`config.mk`:
```
export PLATFORM = sky130hd
export DESIGN_NAME = spi_host_ctrl
export DESIGN_NICKNAME = d
export VERILOG_FILES = /design/src/rtl/spi_host_pkg.sv /design/src/rtl/spi_baud_gen.sv /design/src/rtl/spi_shift_engine.sv /design/src/rtl/spi_reg_bank.sv /design/src/rtl/spi_host_ctrl.sv
export SDC_FILE = /design/constraint.sdc
export NUM_CORES = 1
export LEC_CHECK = 0
export BUFFER_PORTS_ARGS = -buffer_cell sky130_fd_sc_hd__buf_4
export CORE_MARGIN = 2
export CORE_UTILIZATION = 57
export CTS_BUF_LIST = sky130_fd_sc_hd__clkbuf_8
export CTS_CLUSTER_SIZE = 10
export DETAILED_ROUTE_END_ITERATION = 12
export PLACE_DENSITY = 0.8
export SKIP_CTS_REPAIR_TIMING = 1
export SLEW_MARGIN = 30
export SYNTH_ARGS = -nofsm -noshare
export SYNTH_HDL_FRONTEND = slang
export SYNTH_SLANG_ARGS = --single-unit
```
`constraint.sdc`:
```
create_clock -name clk -period 3.6 [get_ports clk]
set_input_delay 0.54 -clock clk [delete_from_list [all_inputs] [get_ports clk]]
set_output_delay 0.54 -clock clk [all_outputs]
set_load 0.005 [all_outputs]
```
`src/rtl/spi_host_pkg.sv`:
```
package spi_host_pkg;
  localparam int REG_W  = 8;
  localparam int ADDR_W = 5;

  localparam logic [ADDR_W-1:0] ADR_CTL1 = 5'h00;
  localparam logic [ADDR_W-1:0] ADR_CTL2 = 5'h01;
  localparam logic [ADDR_W-1:0] ADR_BAUD = 5'h04;
  localparam logic [ADDR_W-1:0] ADR_STAT = 5'h05;
  localparam logic [ADDR_W-1:0] ADR_DATA = 5'h09;
  localparam logic [ADDR_W-1:0] ADR_PORT = 5'h0D;
  localparam logic [ADDR_W-1:0] ADR_DDIR = 5'h10;

  // status bit positions
  localparam int SR_DONE  = 7;
  localparam int SR_COLL  = 6;
  localparam int SR_FAULT = 4;

  // port / direction bit positions
  localparam int PIN_SS   = 3;
  localparam int PIN_SCK  = 2;
  localparam int PIN_MOSI = 1;

  // baud field placement
  localparam int BAUD_PRE_LSB = 4;
  localparam int BAUD_EXP_LSB = 0;

  typedef struct packed {
    logic irq_en;
    logic sys_en;
    logic spare;
    logic master;
    logic cpol;
    logic cpha;
    logic ss_auto;
    logic lsb_first;
  } ctl1_t;
endpackage

```
`src/rtl/spi_baud_gen.sv`:
```
module spi_baud_gen #(
  parameter int PRE_W = 3,
  parameter int EXP_W = 3
) (
  input  logic             clk,
  input  logic             rst_n,
  input  logic             run,
  input  logic [PRE_W-1:0] pre,
  input  logic [EXP_W-1:0] expo,
  output logic             tick
);
  localparam int CNT_W = PRE_W + (1 << EXP_W);

  logic [CNT_W-1:0] cnt_q;
  logic [CNT_W-1:0] half_len;

  // half period in bus clocks: (pre+1) * 2^expo
  always_comb half_len = (CNT_W'(pre) + CNT_W'(1)) << expo;

  assign tick = run && (cnt_q == half_len - CNT_W'(1));

  always_ff @(posedge clk or negedge rst_n) begin
    if (!rst_n)      cnt_q <= '0;
    else if (!run)   cnt_q <= '0;
    else if (tick)   cnt_q <= '0;
    else             cnt_q <= cnt_q + CNT_W'(1);
  end
endmodule

```
`src/rtl/spi_shift_engine.sv`:
```
module spi_shift_engine #(
  parameter int DW = 8
) (
  input  logic          clk,
  input  logic          rst_n,
  input  logic          start,
  input  logic          abort,
  input  logic [DW-1:0] load_byte,
  input  logic          cpol,
  input  logic          cpha,
  input  logic          lsb_first,
  input  logic          tick,
  input  logic          miso,
  output logic          busy,
  output logic          done,
  output logic [DW-1:0] rx_byte,
  output logic          sclk,
  output logic          mosi
);
  localparam int EDGES = 2 * DW;
  localparam int EW    = $clog2(EDGES);

  logic          busy_q;
  logic          phase_q;
  logic [EW-1:0] edge_q;
  logic [DW-1:0] tx_sr;
  logic [DW-1:0] rx_sr;
  logic [DW-1:0] rx_q;
  logic [DW-1:0] rx_in;
  logic          step;
  logic          sample_edge;
  logic          last_edge;

  assign step        = busy_q && tick;
  // even edges are leading edges; phase 0 samples there, phase 1 on odd ones
  assign sample_edge = (edge_q[0] == cpha);
  assign last_edge   = (edge_q == EW'(EDGES - 1));

  always_comb begin
    if (lsb_first) rx_in = {miso, rx_sr[DW-1:1]};
    else           rx_in = {rx_sr[DW-2:0], miso};
  end

  always_ff @(posedge clk or negedge rst_n) begin
    if (!rst_n) begin
      busy_q  <= 1'b0;
      phase_q <= 1'b0;
      edge_q  <= '0;
      tx_sr   <= '0;
      rx_sr   <= '0;
      rx_q    <= '0;
    end else if (abort) begin
      busy_q  <= 1'b0;
      phase_q <= 1'b0;
      edge_q  <= '0;
    end else if (start && !busy_q) begin
      busy_q  <= 1'b1;
      phase_q <= 1'b0;
      edge_q  <= '0;
      tx_sr   <= load_byte;
      rx_sr   <= '0;
    end else if (step) begin
      phase_q <= ~phase_q;
      edge_q  <= edge_q + EW'(1);
      if (sample_edge) begin
        rx_sr <= rx_in;
      end else if (edge_q != '0) begin
        if (lsb_first) tx_sr <= tx_sr >> 1;
        else           tx_sr <= tx_sr << 1;
      end
      if (last_edge) begin
        busy_q <= 1'b0;
        rx_q   <= sample_edge ? rx_in : rx_sr;
      end
    end
  end

  assign busy    = busy_q;
  assign done    = step && last_edge && !abort;
  assign rx_byte = rx_q;
  assign sclk    = cpol ^ phase_q;
  assign mosi    = lsb_first ? tx_sr[0] : tx_sr[DW-1];
endmodule

```
`src/rtl/spi_reg_bank.sv`:
```
module spi_reg_bank
  import spi_host_pkg::*;
#(
  parameter int PRE_W       = 3,
  parameter int EXP_W       = 3,
  parameter int SYNC_STAGES = 2
) (
  input  logic              clk,
  input  logic              rst_n,
  input  logic              bus_sel,
  input  logic              bus_wr,
  input  logic [ADDR_W-1:0] bus_addr,
  input  logic [REG_W-1:0]  bus_wdata,
  output logic [REG_W-1:0]  bus_rdata,
  input  logic              eng_busy,
  input  logic              eng_done,
  input  logic [REG_W-1:0]  eng_rx,
  input  logic              ss_in,
  output logic              eng_start,
  output logic              eng_abort,
  output logic              cfg_cpol,
  output logic              cfg_cpha,
  output logic              cfg_lsb,
  output logic              cfg_ss_auto,
  output logic              cfg_master,
  output logic              cfg_irq_en,
  output logic [PRE_W-1:0]  baud_pre,
  output logic [EXP_W-1:0]  baud_exp,
  output logic              port_ss,
  output logic [2:0]        pin_dir,
  output logic              flag_done,
  output logic              flag_coll,
  output logic              flag_fault,
  output logic              irq_done,
  output logic              irq_fault
);
  ctl1_t             ctl1_q;
  logic [REG_W-1:0]  ctl2_q;
  logic [REG_W-1:0]  port_q;
  logic [REG_W-1:0]  ddir_q;
  logic [PRE_W-1:0]  pre_q;
  logic [EXP_W-1:0]  exp_q;
  logic              done_q, coll_q, fault_q;
  logic              arm_q;
  logic [2:0]        snap_q;
  logic              ss_seen;

  logic wr_hit, rd_hit, data_acc, data_wr, active, fault_now;

  assign wr_hit   = bus_sel && bus_wr;
  assign rd_hit   = bus_sel && !bus_wr;
  assign data_acc = bus_sel && (bus_addr == ADR_DATA);
  assign data_wr  = wr_hit && (bus_addr == ADR_DATA);
  assign active   = ctl1_q.sys_en && ctl1_q.master;

  // slave-select sense synchronizer
  generate
    if (SYNC_STAGES <= 1) begin : g_sync1
      logic s_q;
      always_ff @(posedge clk or negedge rst_n) begin
        if (!rst_n) s_q <= 1'b1;
        else        s_q <= ss_in;
      end
      assign ss_seen = s_q;
    end else begin : g_syncn
      logic [SYNC_STAGES-1:0] s_q;
      always_ff @(posedge clk or negedge rst_n) begin
        if (!rst_n) s_q <= '1;
        else        s_q <= {s_q[SYNC_STAGES-2:0], ss_in};
      end
      assign ss_seen = s_q[SYNC_STAGES-1];
    end
  endgenerate

  assign fault_now = active && !ddir_q[PIN_SS] && !ss_seen;
  assign eng_start = data_wr && active && !eng_busy && !fault_now;
  assign eng_abort = !active;

  always_ff @(posedge clk or negedge rst_n) begin
    if (!rst_n) begin
      ctl1_q  <= '0;
      ctl2_q  <= '0;
      port_q  <= '0;
      ddir_q  <= '0;
      pre_q   <= '0;
      exp_q   <= '0;
      done_q  <= 1'b0;
      coll_q  <= 1'b0;
      fault_q <= 1'b0;
      arm_q   <= 1'b0;
      snap_q  <= '0;
    end else begin
      if (wr_hit) begin
        unique case (bus_addr)
          ADR_CTL1: ctl1_q <= ctl1_t'(bus_wdata);
          ADR_CTL2: ctl2_q <= bus_wdata;
          ADR_BAUD: begin
            pre_q <= bus_wdata[BAUD_PRE_LSB +: PRE_W];
            exp_q <= bus_wdata[BAUD_EXP_LSB +: EXP_W];
          end
          ADR_PORT: port_q <= bus_wdata;
          ADR_DDIR: ddir_q <= bus_wdata;
          default: ;
        endcase
      end
      // two-step clear: a status read arms, a later data access clears
      if (rd_hit && bus_addr == ADR_STAT) begin
        arm_q  <= 1'b1;
        snap_q <= {done_q, coll_q, fault_q};
      end else if (data_acc && arm_q) begin
        arm_q <= 1'b0;
        if (snap_q[2]) done_q  <= 1'b0;
        if (snap_q[1]) coll_q  <= 1'b0;
        if (snap_q[0]) fault_q <= 1'b0;
      end
      if (eng_done)            done_q <= 1'b1;
      if (data_wr && eng_busy) coll_q <= 1'b1;
      if (fault_now) begin
        fault_q       <= 1'b1;
        ctl1_q.master <= 1'b0;
      end
    end
  end

  always_comb begin
    bus_rdata = '0;
    unique case (bus_addr)
      ADR_CTL1: bus_rdata = REG_W'(ctl1_q);
      ADR_CTL2: bus_rdata = ctl2_q;
      ADR_BAUD: bus_rdata = (REG_W'(pre_q) << BAUD_PRE_LSB) | (REG_W'(exp_q) << BAUD_EXP_LSB);
      ADR_STAT: begin
        bus_rdata[SR_DONE]  = done_q;
        bus_rdata[SR_COLL]  = coll_q;
        bus_rdata[SR_FAULT] = fault_q;
      end
      ADR_DATA: bus_rdata = eng_rx;
      ADR_PORT: bus_rdata = port_q;
      ADR_DDIR: bus_rdata = ddir_q;
      default:  bus_rdata = '0;
    endcase
  end

  assign cfg_cpol    = ctl1_q.cpol;
  assign cfg_cpha    = ctl1_q.cpha;
  assign cfg_lsb     = ctl1_q.lsb_first;
  assign cfg_ss_auto = ctl1_q.ss_auto;
  assign cfg_master  = ctl1_q.master;
  assign cfg_irq_en  = ctl1_q.irq_en;
  assign baud_pre    = pre_q;
  assign baud_exp    = exp_q;
  assign port_ss     = port_q[PIN_SS];
  assign pin_dir     = {ddir_q[PIN_SS], ddir_q[PIN_SCK], ddir_q[PIN_MOSI]};
  assign flag_done   = done_q;
  assign flag_coll   = coll_q;
  assign flag_fault  = fault_q;
  assign irq_done    = ctl1_q.irq_en && done_q;
  assign irq_fault   = ctl1_q.irq_en && fault_q;
endmodule

```
`src/rtl/spi_host_ctrl.sv`:
```
module spi_host_ctrl
  import spi_host_pkg::*;
#(
  parameter int PRE_W       = 3,
  parameter int EXP_W       = 3,
  parameter int SYNC_STAGES = 2
) (
  input  logic              clk,
  input  logic              rst_n,
  input  logic              bus_sel,
  input  logic              bus_wr,
  input  logic [ADDR_W-1:0] bus_addr,
  input  logic [REG_W-1:0]  bus_wdata,
  output logic [REG_W-1:0]  bus_rdata,
  input  logic              miso_i,
  input  logic              ss_i,
  output logic              sclk_o,
  output logic              mosi_o,
  output logic              ss_o,
  output logic              sclk_oe,
  output logic              mosi_oe,
  output logic              ss_oe,
  output logic              irq_done,
  output logic              irq_fault
);
  logic             eng_busy, eng_done, eng_start, eng_abort, tick;
  logic [REG_W-1:0] eng_rx;
  logic             cfg_cpol, cfg_cpha, cfg_lsb, cfg_ss_auto, cfg_master, cfg_irq_en;
  logic [PRE_W-1:0] baud_pre;
  logic [EXP_W-1:0] baud_exp;
  logic             port_ss;
  logic [2:0]       pin_dir;
  logic             flag_done, flag_coll, flag_fault;

  spi_reg_bank #(
    .PRE_W(PRE_W), .EXP_W(EXP_W), .SYNC_STAGES(SYNC_STAGES)
  ) u_bank (
    .clk(clk), .rst_n(rst_n),
    .bus_sel(bus_sel), .bus_wr(bus_wr), .bus_addr(bus_addr),
    .bus_wdata(bus_wdata), .bus_rdata(bus_rdata),
    .eng_busy(eng_busy), .eng_done(eng_done), .eng_rx(eng_rx), .ss_in(ss_i),
    .eng_start(eng_start), .eng_abort(eng_abort),
    .cfg_cpol(cfg_cpol), .cfg_cpha(cfg_cpha), .cfg_lsb(cfg_lsb),
    .cfg_ss_auto(cfg_ss_auto), .cfg_master(cfg_master), .cfg_irq_en(cfg_irq_en),
    .baud_pre(baud_pre), .baud_exp(baud_exp),
    .port_ss(port_ss), .pin_dir(pin_dir),
    .flag_done(flag_done), .flag_coll(flag_coll), .flag_fault(flag_fault),
    .irq_done(irq_done), .irq_fault(irq_fault)
  );

  spi_baud_gen #(.PRE_W(PRE_W), .EXP_W(EXP_W)) u_baud (
    .clk(clk), .rst_n(rst_n), .run(eng_busy),
    .pre(baud_pre), .expo(baud_exp), .tick(tick)
  );

  spi_shift_engine #(.DW(REG_W)) u_eng (
    .clk(clk), .rst_n(rst_n), .start(eng_start), .abort(eng_abort),
    .load_byte(bus_wdata), .cpol(cfg_cpol), .cpha(cfg_cpha), .lsb_first(cfg_lsb),
    .tick(tick), .miso(miso_i), .busy(eng_busy), .done(eng_done),
    .rx_byte(eng_rx), .sclk(sclk_o), .mosi(mosi_o)
  );

  assign ss_o    = cfg_ss_auto ? !eng_busy : port_ss;
  assign ss_oe   = pin_dir[2];
  assign sclk_oe = pin_dir[1];
  assign mosi_oe = pin_dir[0];
endmodule

```
# Word level (Yosys, flattened, before mapping)
# Cells that the tools add are included.
word_totals:
  reg_bits: 88
  inputBits: 19
  output_inout_bits: 16
classes:
  addsub: 4
  n_eq_ne: 15
  shifts: 1
  mux: 44
  bitwise: 4
  n_reduce_logical: 51
ops:
  columns: ["op", "n"]
  rows:
  - ["8-bit 2-to-1 mux", 9]
  - ["1-bit 2-to-1 mux", 24]
  - ["4-bit one-hot mux with 6 select lines", 1]
  - ["11-bit 2-to-1 mux", 2]
  - ["2-bit nonzero test", 11]
  - ["1-bit logical AND", 20]
  - ["2-bit AND reduction", 8]
  - ["2-bit one-hot mux with 7 select lines", 1]
  - ["4-bit 2-to-1 mux", 3]
  - ["11-bit by 1-bit adder with 11-bit output (second input constant)", 1]
  - ["11-bit == test", 1]
  - ["11-bit by 3-bit << shifter with 11-bit output", 1]
  - ["11-bit by 1-bit subtractor with 11-bit output (second input constant)", 1]
  - ["5-bit by 3-bit == test with 1-bit output (second input constant)", 2]
  - ["5-bit by 4-bit == test with 1-bit output (second input constant)", 2]
  - ["5-bit 2-to-1 mux", 2]
  - ["3-bit AND reduction", 3]
  - ["4-bit AND reduction", 2]
  - ["7-bit by 3-bit OR with 7-bit output", 1]
  - ["1-bit one-hot mux with 7 select lines", 1]
  - ["2-bit inequality test (second input constant)", 3]
  - ["3-bit by 1-bit inequality test with 1-bit output (second input constant)", 2]
  - ["1-bit one-hot mux with 6 select lines", 1]
  - ["5-bit by 1-bit == test with 1-bit output (second input constant)", 1]
  - ["11 further kinds", 16]

# Logic depth before layout (Yosys ltp)
depth:
  depth_word: 10
  depth_mapped: 15

# By module
# A second synthesis with hierarchy kept.
unflattened:
  hier_cells: 513
  area_unflattened_um2: 5272.6
modules_own_cells:
  columns: ["module", "instances", "cells_each", "area_per_inst_um2", "seq_area_each_um2"]
  rows:
  - ["spi_reg_bank", 1, 172, 2303.5, 1178.6]
  - ["spi_shift_engine", 1, 168, 1586.5, 750.7]
  - ["spi_baud_gen", 1, 171, 1368.8, 275.3]
  - ["spi_host_ctrl", 1, 2, 13.8, 0.0]

# Worst setup path before layout
# OpenSTA, ideal clock, no wires.
synth_path:
  kind: "reg-to-reg"
  startpoint: "register u_bank.pre_q[1], in the netlist u_bank.baud_pre[1]"
  endpoint: "register u_eng.rx_q[0], in the netlist u_eng.rx_byte[0]"
  setup_ns: 0.125
  arrival_time_ns: 3.717
  slack_ns: -0.243
  path_stages_with_launch: 16
  path_buffers: 1
  path_cell_list: "dfrtp_1 -> ha_1 -> nand2b_1 -> nand2_1 -> nand2_1 -> ha_1 -> and2_1 -> a41o_1 -> a31oi_2 -> a21oi_1 -> a221o_1 -> a2111oi_4 -> nand4_4 -> or3_1 -> buf_6 -> mux2_4"
synth_via:
  elab_chain_cells: 7
synth_lines:
  columns: ["item", "line", "source"]
  rows:
  - ["start, declared", "spi_reg_bank.sv:41", "logic [PRE_W-1:0] pre_q;"]
  - ["start signal, assigned", "spi_reg_bank.sv:98", "pre_q <= bus_wdata[BAUD_PRE_LSB +: PRE_W];"]
  - ["3-bit by 1-bit adder with 4-bit output", "spi_baud_gen.sv:18", "always_comb half_len = (CNT_W'(pre) + CNT_W'(1)) << expo;"]
  - ["11-bit by 3-bit << shifter with 11-bit output", "spi_baud_gen.sv:18", null]
  - ["11-bit by 1-bit subtractor with 11-bit output", "spi_baud_gen.sv:20", "assign tick = run && (cnt_q == half_len - CNT_W'(1));"]
  - ["11-bit == test", "spi_baud_gen.sv:20", null]
  - ["1-bit logical AND", "spi_baud_gen.sv:20", null]
  - ["1-bit logical AND", "spi_shift_engine.sv:34", "assign step = busy_q && tick;"]
  - ["4-bit AND reduction (no source line)", null, null]
  - ["end signal, assigned", "spi_shift_engine.sv:73", "rx_q <= sample_edge ? rx_in : rx_sr;"]
  - ["end, declared", "spi_shift_engine.sv:28", "logic [DW-1:0] rx_q;"]
# Every way passes these cells.
# A chain may end at the register's enable or synchronous reset.

# Worst setup path after layout
layout_path:
  startpoint: "register u_bank.pre_q[1], in the netlist u_bank.baud_pre[1]"
  endpoint: "register u_eng.rx_q[1], in the netlist u_eng.rx_byte[1]"
# The elaborated chain is that of the path after synthesis.

==> impl_metrics.csv <==
group,metric,value,unit
cts,cts_buffers,9,
floorplan,start_util,0.591,
setup_path,r2r_slack,-0.07,ns
floorplan,fp.dieH,99.5,um
cts,cts_htree_levels,3,
detailed_routing,post-route-drc-count,0,
power_and_ir_drop,power.density,427,nW/um^2
layout,nFillCells,661,
layout,fin_cells,668,
detailed_routing,vias_per_cell,6.34,
layout,layout.nets,579,
timing,relSlewSlack,0.477,
setup_path,end_kind,"flop",
detailed_routing,firstDrtPassIters,4,
timing,max_freq,272,MHz
yosys,synthTopCellsByCount,"86 x dfrtp_1, 58 x nand2_1, 46 x mux2_2",
power_and_ir_drop,leakage,2.70,nW
yosys,avgSynthCellArea,10.2,um^2
yosys,yosysMostFrequentCell,"dfrtp_1",
setup_path,cp.required,3.84,ns
flow_run,drv_cap,0,
yosys,synthTopCellsByArea,"dfrtp_1 41%, mux2_2 10%, mux2i_1 5.8%, nand2_1 4.2%, nand3_1 2.9%",
yosys,synth.cell_area,5200,um^2
yosys,syn_nets,533,
detailed_routing,wirelength,13100,um
timing,rsz0062_at_grt,"yes",
global_routing,gr-total-overflow,0,
place,place_ws,-0.0827,ns
setup_path,path_max_fanout,9,
layout,diodes,0,
cts,cts.sinks,88,
detailed_routing,ant_nets,0,
setup_path,reg2reg_depth,15,
layout,final_area,6060,um^2
power_and_ir_drop,peakVddDrop,0.243,mV
cts,clockBufferDepth,2,
timing,skew,0.0196,ns
place,gp_congestion,0.849,
setup_path,cp-start-kind,"flop",
detailed_routing,num_vias,4233,
place,dp_hpwl,9250,um
timing,period_needed,3.67,ns
status,violations,"setup timing",
place,io_buffer_count,34,
floorplan,rows,34,
global_routing,antenna_found_initial,0,
floorplan,die-area,9910,um^2
worst_hold_path,min_path_type,"input port to asynchronous set/reset pin",
cts,clk_latency,0.37,ns
timing,tightest_slew,0.785,ns
yosys,synth_top_area_cell,"dfrtp_1",
yosys,ys_warn_count,0,
yosys,synth_top_area_share,0.414,
floorplan,io_pins,35,
timing,finalMaxSlewViolations,0,
setup_path,slowest_stage,"dfrtp_2",
layout,drive_gt1_frac,0.275,
setup_path,criticalPathCategory,"flop to flop",
global_routing,grt_pass1_wl,21200,um
floorplan,die_w,99.5,um
timing,setup_viol,15,
place,place_area,5680,um^2
cts,cts_tree,"done",
global_routing,grtUsageTotal,0.272,
cts,cts_root_buf,"clkbuf_8",
global_routing,grt_max_degree,89,
place,place_inst,649,
detailed_routing,wl_per_cell,19.6,um
global_routing,grt_pass1_vias,4185,
yosys,synth_edf_count,0,
yosys,synth_flop_cell,"dfrtp_1",
status,status,"complete, but fails checks",
yosys,ys_seq_area_frac,0.424,
timing,hold_violations,0,
yosys,async_flop_share,1.00,
timing,fin_ws,-0.0702,ns
yosys,yosysUniqueCellTypes,56,
yosys,ys_ff_latch,88,
floorplan,coreArea,8810,um^2
timing,fin_crit_sh,1.02,
layout,syn2layout_area_growth,16.4,%
setup_path,max_stage_delay,0.43,ns
yosys,synth_cells,509,
setup_path,cp_cell_sequence,"ha_4, nand2b_4, nand2_4, nand2_4, ha_4, and2_4, a41o_1, a31oi_4, a21oi_2, a221o_1, a2111oi_4, nand4_4, or3_4, buf_8, mux2_4",
cts,clk_pin_slew,0.09,ns
detailed_routing,drtIter0Drc,263,
setup_path,worstPathArrival,3.91,ns
[metal layers]
layer | wire (um) | track usage
met5 | 0 | 0
met4 | 227 | 0.0854
met3 | 798 | 0.0464
met2 | 6220 | 0.433
met1 | 5870 | 0.383
[final cells by class]
class,instances,area [um^2],share of cell area
inverters,9,33.8,0.00558
clock buffers,9,124,0.0205
well taps,108,135,0.0223
flip-flops and latches,88,2210,0.364
multi-input cells,388,2970,0.490
repair buffers,59,465,0.0769
clock inverters,7,121,0.0200
[report_power, final]
group / total [mW] / switching [mW] / internal (mW)
Sequential: 1.12 / 0.0622 / 1.06
Combinational: 0.633 / 0.339 / 0.294
Clock: 0.831 / 0.366 / 0.465
[final timing paths]
| path | start | end |
|---|---|---|
| max | u_bank.baud_pre[1] | u_eng.rx_byte[1] |
| min | rst_n | u_eng.edge_q[3] |
| max reg2reg | u_bank.baud_pre[1] | u_eng.rx_byte[1] |
| min reg2reg | u_bank.g_syncn.s_q[0] | u_bank.g_syncn.s_q[1] |
| max in group asynchronous | rst_n | u_bank.baud_pre[1] |
| min in group clk | ss_i | u_bank.g_syncn.s_q[0] |
[cells by family (layout without fill, tap and decap cells)]
kind of cell             after synthesis  after routing  share of synthesized area
AO/OA/AOI/OAI                         78             78                      0.103
multiplexers                          87             87                      0.193
flip-flops                            88             88                      0.424
adder cells (fa/ha/maj)                5              5                     0.0120
buffers and inverters                 33             84                     0.0286
AND/OR/NAND/NOR                      189            189                      0.190
XOR/XNOR                              29             29                     0.0488
[flip-flops by register name, indices dropped and copies added, names as in the netlist, 2 cells and up]
signal / count
u_bank.ctl2_q: 8
u_bank.ctl1_q: 2
u_bank.ddir_q: 8
u_bank.snap_q: 3
u_eng.rx_byte: 8
u_bank.baud_pre: 3
u_baud.cnt_q: 11
u_bank.port_q: 8
u_bank.baud_exp: 3
u_eng.tx_sr: 8
u_bank.g_syncn.s_q: 2
u_eng.edge_q: 4
u_eng.rx_sr: 8
[worst max-delay path, delay by kind of cell (launching register included)]
kind | cells | cell delay, ns
multiplexers | 1 | 0.30
adder cells (fa/ha/maj) | 2 | 0.47
AND/OR/NAND/NOR | 6 | 0.87
flip-flops | 1 | 0.43
AO/OA/AOI/OAI | 5 | 1.34
buffers and inverters | 1 | 0.15
[cell usage in the layout (no fill, tap or decap), types with 10 or more instances in the layout]
cell and n:
o21ai_0 21, nor3b_1 12, nor2_1 30, nand2_1 55, mux2_2 39, inv_1 10
nand3b_1 11, xnor2_1 13, a21oi_1 17, buf_4 54, mux2_4 15, mux2i_1 30
xor2_1 16, nand3_1 30, dfrtp_1 85
[metrics by stage]
stage	hold WS (ns)	util	power, mW	TNS (ns)
finish	0.218	0.688	2.59	-0.566
global route	0.265	0.688	2.69	-2.30
CTS	0.259	0.673	2.55	-1.48
detailed placement	0.347	0.645	1.73	-1.07
global placement	0.346	0.645	1.71	0
floorplan	0.244	-	1.53	0
No activity file was read; power rests on OpenSTA's default activity.
